==> src/rtl/dwp_pkg.sv <==
package dwp_pkg;
  typedef enum logic [2:0] {
    OP_PRINT   = 3'd0,
    OP_CARR    = 3'd1,
    OP_PAPER   = 3'd2,
    OP_RESTORE = 3'd3,
    OP_RIB_UP  = 3'd4,
    OP_RIB_DN  = 3'd5
  } op_e;

  typedef enum logic [2:0] {
    S_IDLE, S_WAIT, S_PH1, S_PH2, S_PH3, S_SETTLE
  } st_e;

  // status bundle bit positions
  localparam int ST_PAPER = 0;
  localparam int ST_DAISY = 1;
  localparam int ST_CARR  = 2;
  localparam int ST_GEN   = 3;
  localparam int ST_CHECK = 4;
  localparam int NUM_ST   = 5;
endpackage

==> src/rtl/dwp_sync.sv <==
module dwp_sync #(
  parameter int WIDTH = 5,
  parameter int STAGES = 2,
  parameter logic [WIDTH-1:0] RST_VAL = '1
) (
  input  logic             clk_i,
  input  logic             rst_ni,
  input  logic [WIDTH-1:0] d_i,
  output logic [WIDTH-1:0] q_o
);
  logic [WIDTH-1:0] stg_q [STAGES];

  for (genvar s = 0; s < STAGES; s++) begin : g_stg
    always_ff @(posedge clk_i or negedge rst_ni) begin
      if (!rst_ni) stg_q[s] <= RST_VAL;
      else if (s == 0) stg_q[s] <= d_i;
      else stg_q[s] <= stg_q[(s > 0) ? s-1 : 0];
    end
  end

  assign q_o = stg_q[STAGES-1];
endmodule

==> src/rtl/dwp_phase_timer.sv <==
module dwp_phase_timer #(
  parameter int CYC = 4
) (
  input  logic clk_i,
  input  logic rst_ni,
  input  logic run_i,
  output logic done_o
);
  localparam int CNT_W = (CYC > 1) ? $clog2(CYC) : 1;
  localparam logic [CNT_W-1:0] LAST = CNT_W'(CYC - 1);

  logic [CNT_W-1:0] cnt_q;

  assign done_o = run_i && (cnt_q == LAST);

  always_ff @(posedge clk_i or negedge rst_ni) begin
    if (!rst_ni) cnt_q <= '0;
    else if (!run_i || done_o) cnt_q <= '0;
    else cnt_q <= cnt_q + 1'b1;
  end
endmodule

==> src/rtl/dwp_fsm.sv <==
module dwp_fsm
  import dwp_pkg::*;
#(
  parameter int ARG_W = 11,
  parameter int CHAR_W = 7
) (
  input  logic              clk_i,
  input  logic              rst_ni,
  input  logic              cmd_valid_i,
  input  logic [2:0]        cmd_op_i,
  input  logic [ARG_W-1:0]  cmd_arg_i,
  input  logic [NUM_ST-1:0] st_n_i,
  input  logic              phase_done_i,
  output logic              phase_run_o,
  output logic              busy_o,
  output logic              err_o,
  output logic              ribbon_o,
  output logic [3:0]        strobe_o,  // {paper, restore, daisy, carriage}
  output logic [ARG_W-1:0]  arg_o
);
  st_e              st_q, st_d;
  op_e              op_q, op_d;
  logic [ARG_W-1:0] arg_q, arg_d;
  logic             err_q, err_d, rib_q, rib_d;
  logic [3:0]       strobe_q, strobe_d;
  logic             op_rdy_n;

  always_comb begin
    case (op_q)
      OP_PRINT: op_rdy_n = st_n_i[ST_DAISY];
      OP_CARR:  op_rdy_n = st_n_i[ST_CARR];
      OP_PAPER: op_rdy_n = st_n_i[ST_PAPER];
      default:  op_rdy_n = 1'b1;
    endcase
  end

  always_comb begin
    st_d  = st_q;
    op_d  = op_q;
    arg_d = arg_q;
    err_d = err_q;
    rib_d = rib_q;
    case (st_q)
      S_IDLE: begin
        if (cmd_valid_i) begin
          case (cmd_op_i)
            OP_PRINT: begin
              op_d  = OP_PRINT;
              arg_d = ARG_W'(cmd_arg_i[CHAR_W-1:0]);
              err_d = 1'b0;
              st_d  = S_WAIT;
            end
            OP_CARR, OP_PAPER: begin
              op_d  = op_e'(cmd_op_i);
              arg_d = cmd_arg_i;
              err_d = 1'b0;
              st_d  = S_WAIT;
            end
            OP_RESTORE: begin
              op_d  = OP_RESTORE;
              arg_d = '0;
              err_d = 1'b0;
              st_d  = S_PH1;
            end
            OP_RIB_UP: rib_d = 1'b1;
            OP_RIB_DN: rib_d = 1'b0;
            default: ;
          endcase
        end
      end
      S_WAIT: begin
        if (!st_n_i[ST_CHECK]) begin
          err_d = 1'b1;
          st_d  = S_IDLE;
        end else if (!st_n_i[ST_GEN] && !op_rdy_n) begin
          st_d = S_PH1;
        end
      end
      S_PH1: if (phase_done_i) st_d = S_PH2;
      S_PH2: if (phase_done_i) st_d = S_PH3;
      S_PH3: if (phase_done_i) st_d = (op_q == OP_RESTORE) ? S_SETTLE : S_IDLE;
      S_SETTLE: if (st_n_i[ST_GEN:0] == '0) st_d = S_IDLE;
      default: st_d = S_IDLE;
    endcase
  end

  always_comb begin
    strobe_d = '0;
    if (st_d == S_PH2) begin
      case (op_d)
        OP_PAPER:   strobe_d = 4'b1000;
        OP_RESTORE: strobe_d = 4'b0100;
        OP_PRINT:   strobe_d = 4'b0010;
        OP_CARR:    strobe_d = 4'b0001;
        default:    strobe_d = '0;
      endcase
    end
  end

  always_ff @(posedge clk_i or negedge rst_ni) begin
    if (!rst_ni) begin
      st_q     <= S_IDLE;
      op_q     <= OP_PRINT;
      arg_q    <= '0;
      err_q    <= 1'b0;
      rib_q    <= 1'b0;
      strobe_q <= '0;
    end else begin
      st_q     <= st_d;
      op_q     <= op_d;
      arg_q    <= arg_d;
      err_q    <= err_d;
      rib_q    <= rib_d;
      strobe_q <= strobe_d;
    end
  end

  assign busy_o      = (st_q != S_IDLE);
  assign phase_run_o = (st_q == S_PH1) || (st_q == S_PH2) || (st_q == S_PH3);
  assign err_o       = err_q;
  assign ribbon_o    = rib_q;
  assign strobe_o    = strobe_q;
  assign arg_o       = arg_q;
endmodule

==> src/rtl/dwp_strobe_seq.sv <==
module dwp_strobe_seq
  import dwp_pkg::*;
#(
  parameter int PHASE_CYC = 4,
  parameter int SYNC_STAGES = 2,
  parameter int ARG_W = 11,
  parameter int CHAR_W = 7
) (
  input  logic             clk_i,
  input  logic             rst_ni,
  input  logic             cmd_valid_i,
  input  logic [2:0]       cmd_op_i,
  input  logic [ARG_W-1:0] cmd_arg_i,
  input  logic             paper_rdy_ni,
  input  logic             daisy_rdy_ni,
  input  logic             carr_rdy_ni,
  input  logic             gen_rdy_ni,
  input  logic             check_ni,
  output logic [ARG_W+4:0] ctrl_o,
  output logic             busy_o,
  output logic             err_o
);
  logic [NUM_ST-1:0] st_raw, st_sync;
  logic              run, done, ribbon;
  logic [3:0]        strobe;
  logic [ARG_W-1:0]  arg;

  always_comb begin
    st_raw           = '1;
    st_raw[ST_PAPER] = paper_rdy_ni;
    st_raw[ST_DAISY] = daisy_rdy_ni;
    st_raw[ST_CARR]  = carr_rdy_ni;
    st_raw[ST_GEN]   = gen_rdy_ni;
    st_raw[ST_CHECK] = check_ni;
  end

  dwp_sync #(.WIDTH(NUM_ST), .STAGES(SYNC_STAGES), .RST_VAL('1)) u_sync (
    .clk_i, .rst_ni, .d_i(st_raw), .q_o(st_sync)
  );

  dwp_phase_timer #(.CYC(PHASE_CYC)) u_timer (
    .clk_i, .rst_ni, .run_i(run), .done_o(done)
  );

  dwp_fsm #(.ARG_W(ARG_W), .CHAR_W(CHAR_W)) u_fsm (
    .clk_i, .rst_ni, .cmd_valid_i, .cmd_op_i, .cmd_arg_i,
    .st_n_i(st_sync), .phase_done_i(done), .phase_run_o(run),
    .busy_o, .err_o, .ribbon_o(ribbon), .strobe_o(strobe), .arg_o(arg)
  );

  // word bit 0 is the MSB
  assign ctrl_o = {strobe[3], strobe[2], ribbon, strobe[1], strobe[0], arg};
endmodule

==> config.mk <==
export PLATFORM = sky130hd
export DESIGN_NAME = dwp_strobe_seq
export DESIGN_NICKNAME = d
export VERILOG_FILES = /design/src/rtl/dwp_pkg.sv /design/src/rtl/dwp_sync.sv /design/src/rtl/dwp_phase_timer.sv /design/src/rtl/dwp_fsm.sv /design/src/rtl/dwp_strobe_seq.sv
export SDC_FILE = /design/constraint.sdc
export NUM_CORES = 1
export LEC_CHECK = 0
export BUFFER_PORTS_ARGS = -buffer_cell sky130_fd_sc_hd__buf_2
export CAP_MARGIN = 15
export CORE_ASPECT_RATIO = 0.8
export CORE_MARGIN = 3
export CORE_UTILIZATION = 35
export CTS_CLUSTER_SIZE = 24
export DETAILED_ROUTE_END_ITERATION = 10
export HOLD_SLACK_MARGIN = 0.1
export SYNTH_ARGS = -nofsm -noshare
export SYNTH_HDL_FRONTEND = slang
export SYNTH_HIERARCHICAL = 1
export SYNTH_SLANG_ARGS = --single-unit
==> constraint.sdc <==
create_clock -name clk_i -period 5.25 [get_ports clk_i]
set_input_delay 0.2625 -clock clk_i [delete_from_list [all_inputs] [get_ports clk_i]]
set_output_delay 0.2625 -clock clk_i [all_outputs]
set_load 0.05 [all_outputs]
== After elaboration in Yosys (flattened, before gate mapping) ==
Index checks and enable logic that the tools add are counted.
Word-level totals
  input port bits: 22
  word-level logic and storage cells: 77
  register bits: 35
  output and inout bits: 18
Cells by class
  reduce and logical (&&, ||, !) cells: 23
  mux-type cells: 23
  equal/unequal tests: 21
  $add $sub $neg: 1
Operators with widths (count)
  one-hot mux 11 bit (3 select lines): 1
  two-way mux 3 bit: 10
  == test 3 x 2 -> 1 bit, second input constant: 9
  one-hot mux 3 bit (6 select lines): 1
  one-hot mux 4 bit (4 select lines): 1
  == test 3 x 1 -> 1 bit, second input constant: 4
  == test 3 bit, second input constant: 4
  logical NOT 3 bit: 4
  one-hot mux 3 bit (3 select lines): 1
  inequality test 2 bit, second input constant: 3
  one-hot mux 3 bit (2 select lines): 1
  AND reduction 3 bit: 2
  nonzero test 3 bit: 2
  logical NOT 4 bit: 1
  two-way mux 4 bit: 1
  one-hot mux 1 bit (2 select lines): 2
  AND reduction 4 bit: 1
  nonzero test 2 bit: 2
  OR reduction 4 bit: 1
  logical NOT 1 bit: 3
  logical OR 1 bit: 3
  two-way mux 1 bit: 3
  one-hot mux 1 bit (3 select lines): 1
  OR reduction 3 bit: 1
  5 further kinds: 6

== Longest topological paths before layout ==
Gate-level depths: netlist of run 1.
  depth after elaboration: 9
  gate-level depth with buffers: 8
  depth with buffers taken out: 6

== Modules after synthesis ==
Netlist of run 1, hierarchy kept.
Modules (own cells, without submodules)
  dwp_fsm: area each 1043.5 um^2, sequential area each 575.6 um^2, cells each 111, instances 1
  dwp_sync: area each 300.3 um^2, sequential area each 262.8 um^2, cells each 15, instances 1
  dwp_phase_timer: area each 91.3 um^2, sequential area each 50.0 um^2, cells each 6, instances 1
  dwp_strobe_seq: area each 7.5 um^2, sequential area each 0.0 um^2, cells each 1, instances 1

== Worst setup path before layout of run 1 ==
Ideal clock, no wire load.
  path type: register to register
  start: register u_fsm.st_q[0]
  end: register u_fsm.strobe_q[0] (netlist: u_fsm/strobe_o[0])
  path slack: 3.283 ns
  data required time: 5.177 ns
  buffers on the path: 3
  arrival time: 1.894 ns
  cell stages (with the launch flop): 9
  library setup time: 0.073 ns
  cells stage by stage: dfrtp_1 buf_6 or3_1 buf_2 or3b_1 buf_6 mux2i_2 inv_2 nor2_1
RTL lines
  from (decl): line dwp_fsm.sv:21  | st_e st_q, st_d;
  from (signal assigned): line dwp_fsm.sv:109  | st_q <= st_d;
  logical NOT 3 bit (*): line dwp_fsm.sv:43  | case (st_q)
  two-way mux 3 bit (*): line dwp_fsm.sv:43
  via u_fsm.op_d[1]: line dwp_fsm.sv:22  | op_e op_q, op_d;
  == test 3 x 1 -> 1 bit, or another cell as far along: line dwp_fsm.sv:90  | case (op_d)
  one-hot mux 4 bit (4 select lines) (*): line dwp_fsm.sv:90
  two-way mux 4 bit (*): line dwp_fsm.sv:89  | if (st_d == S_PH2) begin
  via u_fsm.strobe_d[0]: line dwp_fsm.sv:25  | logic [3:0] strobe_q, strobe_d;
  to (signal assigned): line dwp_fsm.sv:114  | strobe_q <= strobe_d;
  to (decl): line dwp_fsm.sv:25
The timed path passes the listed nets; every way through them passes the cells marked *.
A chain may end at the register's enable or synchronous reset.

== Worst setup path in the final report of run 1 ==
  start: register u_fsm.st_q[0]
  end: register u_fsm.strobe_q[1] (netlist: u_fsm/strobe_o[1])
Same word-level chain as after synthesis.

==> impl_metrics.tcl, run 1 <==
set metrics [dict create \
    rows 20 \
    slowest_delay_ps 670 \
    ant_nets 0 \
    dp_slack_ps 3176 \
    grt_pass1_vias 1089 \
    crit_required_ps 5460 \
    ir_drop_uv 414.1 \
    cts.htree.levels 2 \
    wl_per_cell_um 12.45 \
    hold_end "u_fsm/arg_o[2]$_DFFE_PN0P_" \
    yosysMostFrequentCell "nand2_1" \
    synth_top_area_share_pct 43.37 \
    setup-tns-final_ps 0 \
    p_int_uw 583.8 \
    fp.dieArea_um2 4933 \
    regToRegSetupSlack_ps 3150 \
    synth_top_area_cell "dfrtp_1" \
    ff2ff_path_depth 5 \
    ys_warn_count 6 \
    ioPinCount 40 \
    final_cell_area_um2 1804 \
    ys_ff_latch 35 \
    period_share_pct 40.02 \
    critPathArrivalTime_ps 2320 \
    clkPwrFrac_pct 21.6 \
    place_area_um2 1633 \
    synthCells 133 \
    setup_ws_ps 3149 \
    period_needed_ps 2101 \
    cp_max_fo 16 \
    crit_type "reg2reg" \
    setup_violations 0 \
    antenna_found_initial 0 \
    die_y_um 63.43 \
    synth_edf_count 0 \
    cts-root-buf "clkbuf_8" \
    synthArstFlopShare_pct 100.0 \
    comb_power_share_pct 40.5 \
    hp-class "in2reg" \
    finalMaxSlewViolations 0 \
    slew_headroom_pct 50.17 \
    cts_setup_buffers 0 \
    worstMarginPinSlew_ps 747.5 \
    reg2reg_from "u_fsm/st_q[0]$_DFF_PN0_" \
    grt_usage_pct 12.83 \
    vias 1076 \
    clock_latency_ps 280 \
    reg2reg_to "u_fsm/strobe_o[1]$_DFF_PN0_" \
    path_buf_inv 1 \
    syn_to_final_growth_pct 25.06 \
    p_sw_share_pct 44.13 \
    clkTransAtPathRegs_ps 70 \
    yosys-top-cells-count "30 x nand2_1, 25 x dfrtp_1, 14 x nand3_1, 10 x dfstp_2, 7 x nor2_1" \
    place_congestion 0.8313 \
    multiInputGateArea_um2 461.7 \
    holdPathStages 3 \
    maxCapViolCount 0 \
    seq_power_share_pct 37.9 \
    fin_worst_skew_ps 3.637 \
    start_util_pct 37.19 \
    path_delay_family "simple AND/OR/NAND/NOR gates" \
    synthFlopType "dfrtp_1" \
    worstHoldStart "cmd_arg_i[2]" \
    p_sw_uw 461.1 \
    cts_tree "done" \
    fmaxAchievable_mhz 476.0 \
    p_leak_nw 0.9072 \
    netlist_top_cells_area "dfrtp_1 43%, dfstp_2 18%, nand2_1 7.8%" \
    cts_sinks 35 \
    p_per_area_nw_per_um2 579.2 \
    wirelength_um 2876 \
    seq_area_um2 888.4 \
    fill_cells 377 \
    die_w_um 77.78 \
    cts_buffers 5 \
    synth_area_um2 1443 \
    syn-num-nets 156 \
    grt_overflow 0 \
    synth_area_per_cell_um2 10.85 \
    crit_path_start_kind "flip-flop" \
    drtIter0Drc 73 \
    port-buffer-count 39 \
    core_um2 3879 \
    grt_pass1_wl_um 4933 \
    drc 0 \
    drive_gt1_share_pct 35.80 \
    avgViaCountPerCell 4.658 \
    ys_types 38 \
    cts_buffer_depth 2 \
    grt_max_degree 36 \
    status "completed" \
    antenna_cells 0 \
    end_kind "flip-flop" \
    grt_setup_unrepaired "no" \
    ys_seq_area_share_pct 61.58 \
    crit_slowest_cell "or3b_1" \
    crit_chain "or3_1 -> or3b_1 -> mux2i_2 -> inv_2 -> nor2_1" \
    hpwl_um 2061 \
    nets 198 \
    hold_viol_final 0 \
    dr.pass1.iters 4 \
]
==> flip-flops by register name, summed over array words and instances, names as in the netlist <==
register,count
u_fsm/st_q,3
u_fsm/err_o,1
u_timer/cnt_q,2
u_sync/q_o,5
u_fsm/arg_o,11
u_sync/stg_q,5
u_fsm/ribbon_o,1
u_fsm/op_q,3
u_fsm/strobe_o,4
==> repair_timing <==
item | CTS | global route
endpoints found under the hold margin | 30 | 0
hold buffers | 6 | 0
resized for setup | 0 | 0
==> cell usage in the layout (no fill, tap or decap), drive strengths merged, types with 4 or more instances in the layout <==
master	n
nand2	30
inv	4
o21ai	4
nor2	7
buf	40
clkbuf	6
dfstp	10
dlygate4sd3	6
dfrtp	25
nand3	14
==> power by group through the flow <==
stage,logic (mW),registers (mW),clock network [mW]
6_report,0.424,0.396,0.226
4_1_cts,0.426,0.397,0.233
5_1_grt,0.457,0.408,0.248
3_3_place_gp,0.413,0.397,0
2_1_floorplan,0.185,0.548,0
3_5_place_dp,0.422,0.400,0
==> cell families after synthesis <==
group | share of synthesized area, %
and+or+nand+nor | 23.16
DFF | 61.58
buffers and inverters | 6.417
AOI/OAI and AO/OA | 5.118
xor gates and xnor gates | 1.214
muxes | 1.648
adders and majority gates | 0.8672
==> per-layer routing <==
layer / routed length [µm] / track usage (%) / vias up
met2: 1360 / 19.87 / 41
met5: 0 / 0 / -
li1: - / - / 521
met3: 190 / 5.429 / 6
met4: 40 / 4.000 / 0
met1: 1286 / 16.24 / 508
==> through the flow <==
step	instances	util (%)	hold WS (ps)	power [mW]
4_1_cts	231	46.52	185.1	1.055
2_1_floorplan	133	-	-33.09	0.7334
3_3_place_gp	217	42.10	347.9	0.8106
5_1_grt	231	46.52	188.3	1.114
3_5_place_dp	217	42.10	346.8	0.8221
6_report	231	46.52	195.7	1.045
==> area by class of cell <==
type / count / area share (%)
inverter: 3 / 0.6241
clock buffer: 6 / 5.201
tap: 55 / 3.814
multi-input combinational: 84 / 25.59
clock inverter: 2 / 0.9709
sequential: 35 / 49.24
timing repair buffer: 46 / 14.56
==> worst min-delay path: cells and delay by family <==
family        cells  cell delay (ps)
simple gates      2              110
buf+inv           1               70
==> worst max-delay path by stage <==
stage	from	to	slack [ps]	cells after the start
global placement	u_fsm/st_q[0]$_DFF_PN0_	u_fsm/strobe_o[0]$_DFF_PN0_	3230	5
global route	u_fsm/st_q[0]$_DFF_PN0_	u_fsm/strobe_o[0]$_DFF_PN0_	2970	5
floorplan	u_fsm/st_q[0]$_DFF_PN0_	u_fsm/strobe_o[0]$_DFF_PN0_	3280	8
detailed placement	u_fsm/st_q[0]$_DFF_PN0_	u_fsm/strobe_o[1]$_DFF_PN0_	3180	5
CTS	u_fsm/st_q[0]$_DFF_PN0_	u_fsm/strobe_o[1]$_DFF_PN0_	3160	5
finish	u_fsm/st_q[0]$_DFF_PN0_	u_fsm/strobe_o[1]$_DFF_PN0_	3150	5
Note: power is estimated with default switching activity, not from simulation.
==> inputs of run 2 (changes only) <==
==> constraint.sdc (replaced) <==
create_clock -name clk_i -period 1.8 [get_ports clk_i]
set_input_delay 0.09 -clock clk_i [delete_from_list [all_inputs] [get_ports clk_i]]
set_output_delay 0.09 -clock clk_i [all_outputs]
set_load 0.05 [all_outputs]
==> run 2 against run 1 <==
Against the previous run:
- first-iteration DRC count fell by 14%
- non-clock buffer count rose by 19
- clock power rose by 150%
- largest power group unchanged
- critical path type unchanged
- fmax rose by 21%
==> impl_metrics.tcl, run 2 (synthesis results as in run 1) <==
set metrics [dict create \
    fmaxAchievable_mhz 578.2 \
    cts_sinks 35 \
    grt_overflow 0 \
    clkTransAtPathRegs_ps 60 \
    wirelength_um 3012 \
    multiInputGateArea_um2 476.7 \
    critPathLaunch "u_fsm/st_q[1]$_DFF_PN0_" \
    place_congestion 0.8266 \
    clock_latency_ps 280 \
    status "completed" \
    p_per_area_nw_per_um2 1569 \
    grt_max_degree 36 \
    drive_gt1_share_pct 36.41 \
    cp_max_fo 4 \
    ir_drop_uv 521.6 \
    hold_ws_ps 128.7 \
    fin_worst_skew_ps 5.068 \
    final_core_util_pct 50.84 \
    die_y_um 63.43 \
    grt_usage_pct 13.05 \
    worstMarginPinSlew_ps 734.2 \
    crit_type "reg2reg" \
    hp-class "in2reg" \
    drtIter0Drc 63 \
    slowest_delay_ps 490 \
    dr.pass1.iters 4 \
    cts_buffers 5 \
    p_sw_share_pct 43.37 \
    period_needed_ps 1730 \
    core_um2 3879 \
    p_sw_mw 1.342 \
    final_cell_area_um2 1972 \
    grt_pass1_vias 1153 \
    final_cell_mix "39 x buf_2, 30 x nand2_1, 25 x dfrtp_1" \
    layout_commonest_cell "buf_2" \
    vias 1136 \
    fp.dieArea_um2 4933 \
    finalMaxSlewViolations 0 \
    crit_chain "nand2b_2 -> o21bai_1 -> and2_4 -> inv_1 -> or4_1 -> nand4_1" \
    comb_power_share_pct 45.0 \
    avgViaCountPerCell 4.544 \
    crit_path_start_kind "flip-flop" \
    critPathArrivalTime_ps 1940 \
    stdcell_count 250 \
    place_inst 223 \
    setup-tns-final_ps 0 \
    reg2reg_from "u_fsm/st_q[1]$_DFF_PN0_" \
    drc 0 \
    seq_area_um2 888.4 \
    ant_nets 0 \
    slew_headroom_pct 51.05 \
    p_int_mw 1.752 \
    die_w_um 77.78 \
    ioPinCount 40 \
    cts.htree.levels 2 \
    hold_viol_final 0 \
    setup_violations 0 \
    grt_pass1_wl_um 5106 \
    clkPwrFrac_pct 18.2 \
    cts-root-buf "clkbuf_8" \
    start_util_pct 37.19 \
    seq_power_share_pct 36.8 \
    grt_setup_unrepaired "yes" \
    end_kind "flip-flop" \
    antenna_found_initial 0 \
    period_share_pct 96.09 \
    fill_cells 367 \
    hpwl_um 2141 \
    wl_per_cell_um 12.05 \
    antenna_cells 0 \
    crit_slowest_cell "or4_1" \
    place_area_um2 1687 \
    largest_register_ffs 11 \
    rows 20 \
    syn_to_final_growth_pct 36.69 \
    worstHoldStart "cmd_op_i[2]" \
    crit_required_ps 2010 \
    port-buffer-count 39 \
    nets 217 \
    maxCapViolCount 0 \
    cts_buffer_depth 2 \
    p_leak_nw 0.9848 \
    cts_tree "done" \
]
[run 2: metrics by stage]
step                      setup slack, ps  power, mW
after floorplan                    -54.36      2.176
after global placement              115.2      2.472
after detailed placement            87.47      2.497
after CTS                           71.44      3.104
after global routing               -8.481      3.289
final                               70.35      3.094
[run 2: path summary, 6_finish.rpt]
check                      slack [ps]                    endpoint  depth (start not counted)
max                                70     u_fsm/st_q[0]$_DFF_PN0_                          6
min                               130  u_fsm/ribbon_o$_DFFE_PN0P_                          3
max reg2reg                        70     u_fsm/st_q[0]$_DFF_PN0_                          6
max in group asynchronous         920  u_fsm/arg_o[6]$_DFFE_PN0P_                          2
min reg2reg                       360     u_sync/q_o[3]$_DFF_PN1_                          0
min in group asynchronous         400  u_fsm/arg_o[8]$_DFFE_PN0P_                          2
[run 2: repair_timing]
| action | in CTS | in global routing |
|---|---|---|
| hold buffers | 18 | 0 |
| hold endpoints to repair | 43 | 0 |
| buffers inserted | 0 | 1 |
| gates resized for setup | 0 | 3 |
| endpoints found under the setup margin | 0 | 7 |
[run 2: routing by layer]
metal	vias up	wire length (µm)	part of all wire, %	track usage, %
met5	-	0	0	0
met4	0	16	0.53	3.333
met3	2	196	6.5	4.286
met2	38	1447	48	21.69
met1	539	1351	45	16.36
li1	557	-	-	-
[run 2: power by group through the flow]
stage	logic (mW)	registers [mW]	clock network, mW
5_1_grt	1.49	1.18	0.626
3_5_place_dp	1.35	1.15	0
3_3_place_gp	1.33	1.14	0
2_1_floorplan	0.574	1.60	0
6_report	1.39	1.14	0.563
4_1_cts	1.38	1.14	0.587
[run 2: cell type report]
class	instances	area share (%)
sequential	35	45.05
tap	55	3.490
timing repair buffer	65	22.08
multi-input combinational	84	24.18
inverter	3	0.5711
clock inverter	1	0.2538
clock buffer	7	4.378
[run 2: worst max-delay path, delay by kind of cell (launching register included)]
family                 cells  cell delay, ps
AO/OA/AOI/OAI              1             210
buffers and inverters      1              50
flip-flops                 1             390
AND/OR/NAND/NOR            4            1010
==> inputs of run 3 (changes only) <==
--- a/config.mk
+++ b/config.mk
@@ -13,6 +13,7 @@
 export CTS_CLUSTER_SIZE = 24
 export DETAILED_ROUTE_END_ITERATION = 10
 export HOLD_SLACK_MARGIN = 0.1
+export PLACE_DENSITY = 0.66
 export SYNTH_ARGS = -nofsm -noshare
 export SYNTH_HDL_FRONTEND = slang
 export SYNTH_HIERARCHICAL = 1
==> run 3 against run 2 <==
Against the previous run:
- count of clock-buffer cells in the layout shrank 1
- critical endpoint is now u_fsm/op_q[2]$_DFF_PN0_
- non-clock buffer count shrank 3
- routed wire length shrank 2.6%
- sequential cell count is the same
- sequential power is essentially flat
- die area is the same
==> impl_metrics.tcl, run 3 (synthesis results as in run 1) <==
set metrics [dict create \
    slowest_delay_ps 430 \
    place_congestion 0.8867 \
    worstHoldStart "cmd_valid_i" \
    grt_max_degree 36 \
    drtIter0Drc 34 \
    end_kind "flip-flop" \
    cts-root-buf "clkbuf_8" \
    fmaxAchievable_mhz 581.1 \
    hold_end "u_fsm/ribbon_o$_DFFE_PN0P_" \
    cp_max_fo 15 \
    crit_required_ps 1980 \
    syn_to_final_growth_pct 36.60 \
    drive_gt1_share_pct 35.94 \
    die_w_um 77.78 \
    hpwl_um 2061 \
    setup-tns-final_ps 0 \
    period_share_pct 95.61 \
    die_y_um 63.43 \
    cts_setup_buffers 0 \
    p_per_area_nw_per_um2 1589 \
    cts.htree.levels 2 \
    fp.dieArea_um2 4933 \
    crit_type "reg2reg" \
    multiInputGateArea_um2 481.7 \
    cts_tree "done" \
    final_cell_area_um2 1971 \
    ant_nets 0 \
    grt_pass1_vias 1227 \
    ir_drop_uv 889.5 \
    dp_slack_ps 86.75 \
    p_leak_nw 0.9836 \
    port-buffer-count 39 \
    setup_violations 0 \
    grt_overflow 0 \
    cts_buffer_depth 2 \
    cts_buffers 5 \
    crit_chain "or3_1 -> or3b_4 -> buf_4 -> and2_1" \
    fin_worst_skew_ps 2.348 \
    antenna_found_initial 0 \
    grt_setup_unrepaired "no" \
    final_cell_mix "39 x buf_2, 30 x nand2_1, 25 x dfrtp_1" \
    maxCapViolCount 0 \
    avgViaCountPerCell 4.733 \
    slew_headroom_pct 51.39 \
    vias 1169 \
    clkTransAtPathRegs_ps 70 \
    grt_pass1_wl_um 5030 \
    finalMaxSlewViolations 0 \
    critPathArrivalTime_ps 1900 \
    dr.pass1.iters 4 \
    ff2ff_path_depth 4 \
    fill_cells 337 \
    antenna_cells 0 \
    layout_commonest_cell "buf_2" \
    reg2reg_from "u_fsm/st_q[2]$_DFF_PN0_" \
    cts_sinks 35 \
    ioPinCount 40 \
    rows 20 \
    hold_viol_final 0 \
    regToRegSetupSlack_ps 80 \
    seq_area_um2 888.4 \
    crit_path_start_kind "flip-flop" \
    status "completed" \
    holdPathStages 3 \
    setup_ws_ps 79.06 \
    grt_usage_pct 13.22 \
    clock_latency_ps 280 \
    wirelength_um 2934 \
    reg2reg_to "u_fsm/op_q[2]$_DFF_PN0_" \
    start_util_pct 37.19 \
    worstMarginPinSlew_ps 729.1 \
    core_um2 3879 \
    hold_ws_ps 114.2 \
    hp-class "in2reg" \
    period_needed_ps 1721 \
    drc 0 \
    largest_register_ffs 11 \
    nets 214 \
    crit_slowest_cell "dfrtp_1" \
    wl_per_cell_um 11.88 \
    place_area_um2 1672 \
]
[run 3: cell types whose count changed in the layout (fill, tap and decap cells not counted)]
cell,delta
buf_4,-3
clkbuf_1,-1
clkbuf_16,+1
clkbuf_8,-1
clkinv_4,+1
nand2b_2,-1
nand2b_4,+1
[run 3: how the worst max path moves through the flow]
stage,from,endpoint,slack (ps),depth (start not counted)
final,u_fsm/st_q[2]$_DFF_PN0_,u_fsm/op_q[2]$_DFF_PN0_,80,4
after global routing,u_fsm/st_q[2]$_DFF_PN0_,u_fsm/err_o$_DFFE_PN0P_,5,5
after CTS,u_fsm/st_q[1]$_DFF_PN0_,u_fsm/st_q[0]$_DFF_PN0_,70,6
after detailed placement,u_fsm/st_q[2]$_DFF_PN0_,u_fsm/op_q[2]$_DFF_PN0_,90,4
after global placement,u_fsm/st_q[2]$_DFF_PN0_,u_fsm/op_q[2]$_DFF_PN0_,130,4
after floorplan,u_fsm/st_q[0]$_DFF_PN0_,u_fsm/strobe_o[1]$_DFF_PN0_,-50,8
[run 3: cell type report]
| type | instances | share of cell area, % |
|---|---|---|
| clock buffers | 6 | 4.762 |
| clock inverters | 2 | 0.6984 |
| inverters | 3 | 0.5714 |
| multi-input cells | 84 | 24.44 |
| flip-flops and latches | 35 | 45.08 |
| well taps | 55 | 3.492 |
| repair buffers | 62 | 20.95 |
[run 3: metrics by stage]
step	instances	power [mW]	util, %
floorplan	133	2.176	-
global placement	221	2.435	43.10
detailed placement	221	2.466	43.10
CTS	247	3.141	50.52
global route	247	3.321	50.81
finish	247	3.130	50.81
[run 3: timing repair]
item,4_1_cts,5_1_grt
hold buffers,18,0
gates resized for setup,0,3
endpoints found under the hold margin,43,0
setup endpoints to repair,0,2
[run 3: metal layers]
| layer | part of all wire [%] | GRT usage, % | vias to the layer above | wire length (µm) |
|---|---|---|---|---|
| met4 | 2.2 | 5.111 | 0 | 65 |
| li1 | - | - | 553 | - |
| met3 | 7.1 | 5.286 | 13 | 207 |
| met2 | 49 | 22.33 | 46 | 1436 |
| met1 | 42 | 14.94 | 557 | 1224 |
| met5 | 0 | 0 | - | 0 |
[run 3: where the power goes]
part | switching [mW] | internal [mW]
Clock | 0.274 | 0.356
Combinational | 0.942 | 0.411
Sequential | 0.135 | 1.01
Total | 1.35 | 1.78
[run 3: critical path: cells and delay by family (launching register included)]
| kind | cells | cell delay (ps) |
|---|---|---|
| AND/OR/NAND/NOR | 3 | 990 |
| flip-flops | 1 | 430 |
| buffers and inverters | 1 | 200 |
